===== src/rtl/spi_port_pkg.sv =====
package spi_port_pkg;
  localparam logic [1:0] ADDR_CFG  = 2'd0;
  localparam logic [1:0] ADDR_STAT = 2'd1;
  localparam logic [1:0] ADDR_DATA = 2'd2;

  // strobes from control to datapath
  typedef struct packed {
    logic load;     // copy write data into tx shifter
    logic shift;    // advance tx shifter
    logic sample;   // take rxBit into rx shifter
    logic capture;  // copy received byte into read buffer
    logic rxBit;    // selected serial input
  } dpStb_t;
endpackage


===== src/rtl/spi_port_dp.sv =====
module spi_port_dp
  import spi_port_pkg::*;
#(
  parameter int DATA_W = 8
) (
  input  logic              clk,
  input  logic              rstN,
  input  dpStb_t            stb,
  input  logic              lsbFirst,
  input  logic [DATA_W-1:0] wdata,
  output logic              txBit,
  output logic [DATA_W-1:0] rxBuf
);
  logic [DATA_W-1:0] txSh, rxSh, rxNext, rxByte;

  function automatic logic [DATA_W-1:0] flip(input logic [DATA_W-1:0] v);
    for (int i = 0; i < DATA_W; i++) flip[i] = v[DATA_W-1-i];
  endfunction

  assign rxNext = {rxSh[DATA_W-2:0], stb.rxBit};
  assign rxByte = stb.sample ? rxNext : rxSh;
  assign txBit  = txSh[DATA_W-1];

  always_ff @(posedge clk or negedge rstN) begin
    if (!rstN) begin
      txSh  <= '0;
      rxSh  <= '0;
      rxBuf <= '0;
    end else begin
      if (stb.load)       txSh <= lsbFirst ? flip(wdata) : wdata;
      else if (stb.shift) txSh <= {txSh[DATA_W-2:0], 1'b0};
      if (stb.sample)     rxSh <= rxNext;
      if (stb.capture)    rxBuf <= lsbFirst ? flip(rxByte) : rxByte;
    end
  end
endmodule


===== src/rtl/spi_port_ctrl.sv =====
module spi_port_ctrl
  import spi_port_pkg::*;
#(
  parameter int DATA_W      = 8,
  parameter int SYNC_STAGES = 2
) (
  input  logic       clk,
  input  logic       rstN,
  input  logic [1:0] regAddr,
  input  logic       regWr,
  input  logic       regRd,
  input  logic [6:0] cfgWdata,
  input  logic       sckIn,
  input  logic       ssInN,
  input  logic       mosiIn,
  input  logic       misoIn,
  output logic [7:0] cfgVal,
  output logic [3:0] statVal,
  output logic       lsbFirst,
  output dpStb_t     stb,
  output logic       sckOut,
  output logic       ssOutN,
  output logic       masterOe,
  output logic       slaveOe
);
  localparam int EDGES  = 2 * DATA_W;
  localparam int EDGE_W = $clog2(EDGES);
  localparam int CNT_W  = $clog2(DATA_W);
  localparam int DIV_W  = 4;

  logic spiEn, isMaster, cpol, cpha;
  logic [1:0] divSel;
  logic flagDone, flagWcol, flagOvr, flagModf;
  logic [3:0] armMask;
  logic [SYNC_STAGES-1:0] sckSh, ssSh, mosiSh;
  logic sckPrev, mActive, sckLvl;
  logic [DIV_W-1:0] divCnt, halfLast;
  logic [EDGE_W-1:0] edgeCnt;
  logic [CNT_W-1:0] sBits;

  logic cfgWr, statRd, dataWr, dataAcc;
  logic sckS, ssS, mosiS, busyNow, modfTrig, mTick, lastEdge, edgeOdd;
  logic slaveOn, leadEv, trailEv, mSample, mShift, sSample, sShift, doneStb, startM;

  assign cfgWr   = regWr && regAddr == ADDR_CFG;
  assign statRd  = regRd && regAddr == ADDR_STAT;
  assign dataWr  = regWr && regAddr == ADDR_DATA;
  assign dataAcc = (regWr || regRd) && regAddr == ADDR_DATA;

  assign sckS  = sckSh[SYNC_STAGES-1];
  assign ssS   = ssSh[SYNC_STAGES-1];
  assign mosiS = mosiSh[SYNC_STAGES-1];

  always_comb begin
    case (divSel)
      2'd0:    halfLast = DIV_W'(0);
      2'd1:    halfLast = DIV_W'(1);
      2'd2:    halfLast = DIV_W'(7);
      default: halfLast = DIV_W'(15);
    endcase
  end

  assign busyNow  = isMaster ? mActive : (spiEn && !ssS);
  assign modfTrig = spiEn && isMaster && !ssS;
  assign mTick    = mActive && divCnt == halfLast;
  assign edgeOdd  = edgeCnt[0];
  assign lastEdge = edgeCnt == EDGE_W'(EDGES - 1);
  assign mSample  = mTick && (edgeOdd == cpha);
  assign mShift   = mTick && (cpha ? (!edgeOdd && edgeCnt != '0) : edgeOdd);

  assign slaveOn  = spiEn && !isMaster && !ssS;
  assign leadEv   = slaveOn && (sckS != cpol) && (sckPrev == cpol);
  assign trailEv  = slaveOn && (sckS == cpol) && (sckPrev != cpol);
  assign sSample  = cpha ? trailEv : leadEv;
  assign sShift   = cpha ? (leadEv && sBits != '0) : trailEv;

  assign doneStb  = isMaster ? (mTick && lastEdge)
                             : (sSample && sBits == CNT_W'(DATA_W - 1));

  assign stb.load    = dataWr && !busyNow;
  assign stb.shift   = isMaster ? mShift : sShift;
  assign stb.sample  = isMaster ? mSample : sSample;
  assign stb.capture = doneStb && !flagDone;
  assign stb.rxBit   = isMaster ? misoIn : mosiS;
  assign startM      = stb.load && spiEn && isMaster && !modfTrig;

  always_ff @(posedge clk or negedge rstN) begin
    if (!rstN) begin
      {divSel, lsbFirst, cpha, cpol, isMaster, spiEn} <= '0;
      sckSh   <= '0;
      ssSh    <= '1;
      mosiSh  <= '0;
      sckPrev <= 1'b0;
      mActive <= 1'b0;
      sckLvl  <= 1'b0;
      divCnt  <= '0;
      edgeCnt <= '0;
      sBits   <= '0;
      {flagModf, flagOvr, flagWcol, flagDone} <= '0;
      armMask <= '0;
    end else begin
      sckSh   <= {sckSh[SYNC_STAGES-2:0], sckIn};
      ssSh    <= {ssSh[SYNC_STAGES-2:0], ssInN};
      mosiSh  <= {mosiSh[SYNC_STAGES-2:0], mosiIn};
      sckPrev <= sckS;

      if (cfgWr) {divSel, lsbFirst, cpha, cpol, isMaster, spiEn} <= cfgWdata;
      if (modfTrig) begin
        spiEn    <= 1'b0;
        isMaster <= 1'b0;
      end

      if (startM) begin
        mActive <= 1'b1;
        divCnt  <= '0;
        edgeCnt <= '0;
        sckLvl  <= 1'b0;
      end else if (mActive) begin
        if (!(spiEn && isMaster) || modfTrig) begin
          mActive <= 1'b0;
          sckLvl  <= 1'b0;
        end else if (mTick) begin
          divCnt  <= '0;
          sckLvl  <= !sckLvl;
          edgeCnt <= edgeCnt + 1'b1;
          if (lastEdge) mActive <= 1'b0;
        end else begin
          divCnt <= divCnt + 1'b1;
        end
      end

      if (!slaveOn) sBits <= '0;
      else if (sSample) sBits <= (sBits == CNT_W'(DATA_W - 1)) ? '0 : sBits + 1'b1;

      flagDone <= doneStb || (flagDone && !(dataAcc && armMask[0]));
      flagWcol <= (dataWr && busyNow) || (flagWcol && !(dataAcc && armMask[1]));
      flagOvr  <= (doneStb && flagDone) || (flagOvr && !(dataAcc && armMask[2]));
      flagModf <= modfTrig || (flagModf && !(dataAcc && armMask[3]));

      if (statRd) armMask <= statVal;
      else if (dataAcc) armMask <= '0;
    end
  end

  assign cfgVal   = {1'b0, divSel, lsbFirst, cpha, cpol, isMaster, spiEn};
  assign statVal  = {flagModf, flagOvr, flagWcol, flagDone};
  assign sckOut   = cpol ^ sckLvl;
  assign ssOutN   = !mActive;
  assign masterOe = spiEn && isMaster;
  assign slaveOe  = spiEn && !isMaster && !ssInN;

  // a data write during a transfer always leaves the collision flag set
  p_wcol_set_r6: assert property (@(posedge clk) disable iff (!rstN)
    (dataWr && busyNow) |=> flagWcol);
  // completing a byte on an unread buffer records overrun
  p_ovr_set_r7: assert property (@(posedge clk) disable iff (!rstN)
    (doneStb && flagDone) |=> flagOvr);
  // a contested select demotes the master
  p_modf_drop_r9: assert property (@(posedge clk) disable iff (!rstN)
    modfTrig |=> (flagModf && !isMaster && !spiEn));
  // the sixteenth clock edge ends the master transfer and raises done
  p_byte_end_r3: assert property (@(posedge clk) disable iff (!rstN)
    (mTick && lastEdge && spiEn && isMaster && !modfTrig) |=> (!mActive && flagDone));
endmodule


===== src/rtl/spi_port.sv =====
module spi_port
  import spi_port_pkg::*;
#(
  parameter int DATA_W      = 8,
  parameter int SYNC_STAGES = 2
) (
  input  logic              clk,
  input  logic              rstN,
  input  logic [1:0]        regAddr,
  input  logic              regWr,
  input  logic              regRd,
  input  logic [DATA_W-1:0] regWdata,
  output logic [DATA_W-1:0] regRdata,
  input  logic              sckIn,
  input  logic              ssInN,
  input  logic              mosiIn,
  input  logic              misoIn,
  output logic              sckOut,
  output logic              ssOutN,
  output logic              mosiOut,
  output logic              misoOut,
  output logic              masterOe,
  output logic              slaveOe
);
  dpStb_t stb;
  logic [7:0] cfgVal;
  logic [3:0] statVal;
  logic lsbFirst, txBit;
  logic [DATA_W-1:0] rxBuf;

  spi_port_ctrl #(.DATA_W(DATA_W), .SYNC_STAGES(SYNC_STAGES)) u_ctrl (
    .clk(clk), .rstN(rstN), .regAddr(regAddr), .regWr(regWr), .regRd(regRd),
    .cfgWdata(regWdata[6:0]), .sckIn(sckIn), .ssInN(ssInN), .mosiIn(mosiIn),
    .misoIn(misoIn), .cfgVal(cfgVal), .statVal(statVal), .lsbFirst(lsbFirst),
    .stb(stb), .sckOut(sckOut), .ssOutN(ssOutN), .masterOe(masterOe),
    .slaveOe(slaveOe)
  );

  spi_port_dp #(.DATA_W(DATA_W)) u_dp (
    .clk(clk), .rstN(rstN), .stb(stb), .lsbFirst(lsbFirst),
    .wdata(regWdata), .txBit(txBit), .rxBuf(rxBuf)
  );

  assign mosiOut = txBit;
  assign misoOut = txBit;

  always_comb begin
    case (regAddr)
      ADDR_CFG:  regRdata = DATA_W'(cfgVal);
      ADDR_STAT: regRdata = DATA_W'(statVal);
      ADDR_DATA: regRdata = rxBuf;
      default:   regRdata = '0;
    endcase
  end
endmodule


===== config.mk =====
export PLATFORM = sky130hd
export DESIGN_NAME = spi_port
export DESIGN_NICKNAME = d
export VERILOG_FILES = /design/src/rtl/spi_port_pkg.sv /design/src/rtl/spi_port_dp.sv /design/src/rtl/spi_port_ctrl.sv /design/src/rtl/spi_port.sv
export SDC_FILE = /design/constraint.sdc
export NUM_CORES = 1
export LEC_CHECK = 0
export ABC_CLOCK_PERIOD_IN_PS = 6900
export BUFFER_PORTS_ARGS = -buffer_cell sky130_fd_sc_hd__buf_4
export CORE_MARGIN = 2
export CORE_UTILIZATION = 65
export CTS_BUF_LIST = sky130_fd_sc_hd__clkbuf_4
export DETAILED_ROUTE_END_ITERATION = 10
export PLACE_DENSITY = 0.87
export SYNTH_ARGS = -nofsm -noshare
export SYNTH_HDL_FRONTEND = slang
export SYNTH_SLANG_ARGS = --single-unit

===== constraint.sdc =====
create_clock -name clk -period 6.9 [get_ports clk]
set_clock_uncertainty 0.05 [all_clocks]
set_input_delay 1.38 -clock clk [delete_from_list [all_inputs] [get_ports clk]]
set_output_delay 1.38 -clock clk [all_outputs]
set_load 0.05 [all_outputs]

## Word level (Yosys, flattened, before mapping)

Index checks and enable logic that the tools add are counted.

- Register bits after elaboration: 59
- Latch bits: 0
- RAM bits: 0
- Bits in read-only memories: 0
- Bits of input ports: 18
- Memories: 0

- $add $sub $neg: 3
- $mul: 0
- Divide/modulo/power cells: 0
- $lt $le $gt $ge: 0
- Equal/unequal tests: 14
- Shift operators: 0
- Mux-type cells: 41
- Bitwise logic cells: 1
- Reduce and logical (&&, ||, !) cells: 69

Operators with widths:

| kind | number |
|---|---|
| $mux 4 | 10 |
| $mux 8 | 5 |
| $logic_and 1x1->1 | 36 |
| $pmux 8 s3 | 1 |
| $mux 1 | 21 |
| $logic_not 1->1 | 14 |
| $pmux 4 s3 | 1 |
| $reduce_bool 2->1 | 5 |
| $mux 3 | 3 |
| $add 4x1->4 const B | 2 |
| $logic_or 1x1->1 | 6 |
| $reduce_bool 3->1 | 2 |
| $eq 2x1->1 const B | 2 |
| $eq 2x2->1 const B | 2 |
| $eq 4x4->1 | 1 |
| $eq 4x4->1 const B | 1 |
| $logic_not 2->1 | 2 |
| $reduce_and 2->1 | 2 |
| $reduce_bool 4->1 | 1 |
| $add 3x1->3 const B | 1 |
| $eq 1x1->1 | 3 |
| $eq 3x3->1 const B | 1 |
| $reduce_and 3->1 | 1 |
| $ne 1x1->1 | 2 |
| other kinds (3) | 3 |

## Depth between registers and ports, before layout

- Depth after elaboration: 10
- Depth in mapped cells: 10

## Modules after synthesis

A second synthesis with hierarchy kept.

- Cells, all modules: 296
- Area total of the unflattened synthesis: 3,201.8 sq um

By module, submodules not included:

| module | instances | cells each | area each (sq um) |
|---|---|---|---|
| spi_port_ctrl | 1 | 189 | 1,909.3 |
| spi_port_dp | 1 | 87 | 1,127.3 |
| spi_port | 1 | 20 | 165.2 |

## Worst setup path before layout

Ideal clock, no wire load.

- Path kind: input to output
- Start point: input regAddr[1]
- End point: output regRdata[1]
- Arrival: 3.156 ns
- Required time: 5.470 ns
- Setup slack: 2.314 ns
- Stages: 4
- Cells stage by stage: clkbuf_1 -> clkbuf_1 -> mux2i_1 -> o21ai_0

- Longest elaborated chain between the ends: 2

Ends and longest elaborated chain:

| what | RTL line | RTL |
|---|---|---|
| start, declared | spi_port.sv:9 | `input logic [1:0] regAddr,` |
| $eq 2x2->1 (tied with other cells) | spi_port.sv:48 | `case (regAddr)` |
| $pmux 8 s3 (*) | spi_port.sv:48 |  |
| end, declared | spi_port.sv:13 | `output logic [DATA_W-1:0] regRdata,` |

Mark *: on every way between the ends. The rest lies on a longest branch, timed or not.

## Worst setup path after layout

- Start point: input regAddr[1]
- End point: output regRdata[7]

Same word-level chain as after synthesis.

==> results.json <==
{
  "grt_pass1_wl_um": 10700,
  "cts_sinks": 59,
  "combPwrFrac_pct": 27.7,
  "hold_violations": 0,
  "drt-total-wl_um": 6560,
  "synth_edf_count": 0,
  "final_antenna_net_count": 0,
  "yosys_warnings": 0,
  "yosysUniqueCellTypes": 47,
  "coreArea_um2": 4790,
  "cellLeakagePower_nw": 1.67,
  "synth-async-reset-ratio_pct": 100,
  "ys_ff_latch": 59,
  "area_growth_pct": 11.1,
  "p_int_w": 0.000629,
  "final.setup.tns_ns": 0,
  "fmax_ghz": 0.269,
  "io_pins": 32,
  "rsz0062_at_grt": "no",
  "drive_above_1_share_pct": 25.3,
  "die-area_um2": 5600,
  "p_switching_w": 0.000331,
  "maxSlewViolCount": 0,
  "grt_use_total_pct": 25.8,
  "grt_pass1_vias": 2311,
  "drt-vias-per-instance": 5.95,
  "remaining_drc_errors": 0,
  "start_kind": "primary input",
  "maxCapViolations": 0,
  "crit_required_ns": 5.47,
  "powerDensity_nw_per_um2": 265,
  "diodes": 0,
  "cts_buffer_depth": 2,
  "synth_fp_nets": 337,
  "dpl.hpwl_um": 4690,
  "finalNetCount": 363,
  "slew-limit-headroom_pct": 17.6,
  "outcome": "complete, no violations",
  "layout_common_cells": "dfrtp_1 (57), nand2_1 (35), o21ai_0 (32), buf_4 (32), mux2_2 (28)",
  "critPathMaxFanout": 15,
  "root_buffer": "clkbuf_4",
  "syn_area_um2": 3260,
  "setup.worst_path.end_class": "primary output",
  "tightest_slew_ns": 1.23,
  "hold_class": "reg2reg",
  "drtIter0Drc": 204,
  "gp_congestion": 0.918,
  "wl_per_cell_um": 16.0,
  "die_y_um": 74.8,
  "path_class": "in2out",
  "synth.avg_cell_area_um2": 10.4,
  "antenna_found_initial": 0,
  "finalPower_w": 0.000960,
  "arrival_ns": 2.28,
  "share_seq_of_total_power_pct": 47.5,
  "min_period_ns": 3.71,
  "cts_tree": "yes",
  "final_common_cell": "dfrtp_1",
  "vdd_ir_drop_max_mv": 0.223,
  "clockPowerShare_pct": 24.9,
  "finalSetupViolations": 0,
  "firstDrtPassIters": 4,
  "clk_pin_slew_ns": 0.09,
  "portBuffers": 31,
  "clk_latency_ns": 0.40,
  "yosysSeqAreaShare_pct": 45.3,
  "num_rows": 25,
  "syn_inst": 313,
  "vias": 2444,
  "regToRegSetupSlack_ns": 4.03,
  "grt_max_degree": 60,
  "htreeDepth": 3,
  "post_cts_buffers": 0,
  "cts_resized": 0,
  "cts_made_buffers": 9,
  "switching_share_pct": 34.4,
  "synth_ff_type": "dfrtp_1",
  "initial_core_util_pct": 68.2,
  "hold_buffers": 0,
  "period_share_pct": 53.8,
  "grt-ovfl-total": 0,
  "die_w_um": 74.8
}
## kinds of logic (layout without fill, tap and decap cells)
| kind of cell | count (synthesis) | count (layout) | share of synthesized area (%) |
|---|---|---|---|
| flip-flops | 59 | 59 | 45.3 |
| adder cells (fa/ha/maj) | 6 | 6 | 2.30 |
| AO/OA/AOI/OAI | 68 | 68 | 13.8 |
| buffers and inverters | 27 | 58 | 3.99 |
| XOR/XNOR | 2 | 2 | 0.537 |
| AND/OR/NAND/NOR | 95 | 95 | 13.9 |
| multiplexers | 56 | 56 | 20.1 |
## power groups by stage
stage / Sequential (W) / Clock (W) / Combinational (W)
3_5_place_dp: 0.000461 / 0 / 0.000266
5_1_grt: 0.000463 / 0.000255 / 0.000291
6_report: 0.000456 / 0.000239 / 0.000266
2_1_floorplan: 0.000443 / 0 / 0.000210
3_3_place_gp: 0.000457 / 0 / 0.000259
4_1_cts: 0.000454 / 0.000242 / 0.000267
## cell usage after synthesis (all sizes together), types with 5 or more instances
library cell / number / share of area, %
mux2i: 24 / 7.5
a31oi: 7 / 1.8
ha: 6 / 2.3
o21ai: 32 / 4.9
clkbuf: 10 / 1.2
dfrtp: 57 / 44
nand3: 5 / 0.77
mux2: 28 / 9.7
inv: 9 / 1.0
nor2b: 8 / 1.5
a21oi: 8 / 1.3
nand2: 35 / 4.0
buf: 7 / 1.7
nor2: 23 / 2.6
## routing by layer
layer	up-vias	global-route usage, %	wire [um]
met3	9	4.15	337
met5	-	0	0
met4	0	10.1	79
met1	1181	35.1	2920
li1	1178	-	-
met2	76	41.7	3220
## final timing paths
kind / startpoint / endpoint / cells past startpoint
setup / recovery: regAddr[1] / regRdata[7] / 4
hold / removal: u_ctrl.ssSh[0] / u_ctrl.ssSh[1] / 0
setup reg to reg: u_ctrl.cpol / u_dp.rxBuf[0] / 6
hold reg to reg: u_ctrl.ssSh[0] / u_ctrl.ssSh[1] / 0
max in group asynchronous: rstN / u_dp.rxSh[6] / 1
min in group asynchronous: rstN / u_dp.txSh[4] / 1
## critical path: stages
cell	delay (ns)
buf_4	0.20
nor2b_1	0.31
and2_1	0.19
buf_4	0.19
## cell type report
type	count	area (um2)
multi-input combinational	227	1650
sequential	59	1480
tap	67	83.8
timing repair buffer	32	240
fill	344	1160
clock inverter	6	56.3
clock buffer	10	75.1
inverter	10	37.5
## metrics by stage
step / hold slack, ns / setup WS, ns / utilization [%] / instance area (um2) / std cells
5_1_grt: 0.316 / 3.09 / 75.7 / 3620 / 411
2_1_floorplan: 0.281 / 2.31 / - / 3260 / 313
6_report: 0.317 / 3.19 / 75.7 / 3620 / 411
3_3_place_gp: 0.283 / 3.23 / 73.0 / 3490 / 395
3_5_place_dp: 0.301 / 3.20 / 73.0 / 3490 / 395
4_1_cts: 0.315 / 3.20 / 75.7 / 3620 / 411
## sequential cells by signal, summed over array words and instances (netlist names), 2 cells and up
| name | cells |
|---|---|
| u_dp.rxBuf | 8 |
| u_dp.rxSh | 8 |
| u_dp.txSh | 8 |
| u_ctrl.armMask | 4 |
| u_ctrl.divCnt | 4 |
| u_ctrl.edgeCnt | 4 |
| u_ctrl.sBits | 3 |
| u_ctrl.divSel | 2 |
| u_ctrl.mosiSh | 2 |
| u_ctrl.sckSh | 2 |
| u_ctrl.ssSh | 2 |
Note: power is estimated with default switching activity, not from simulation.
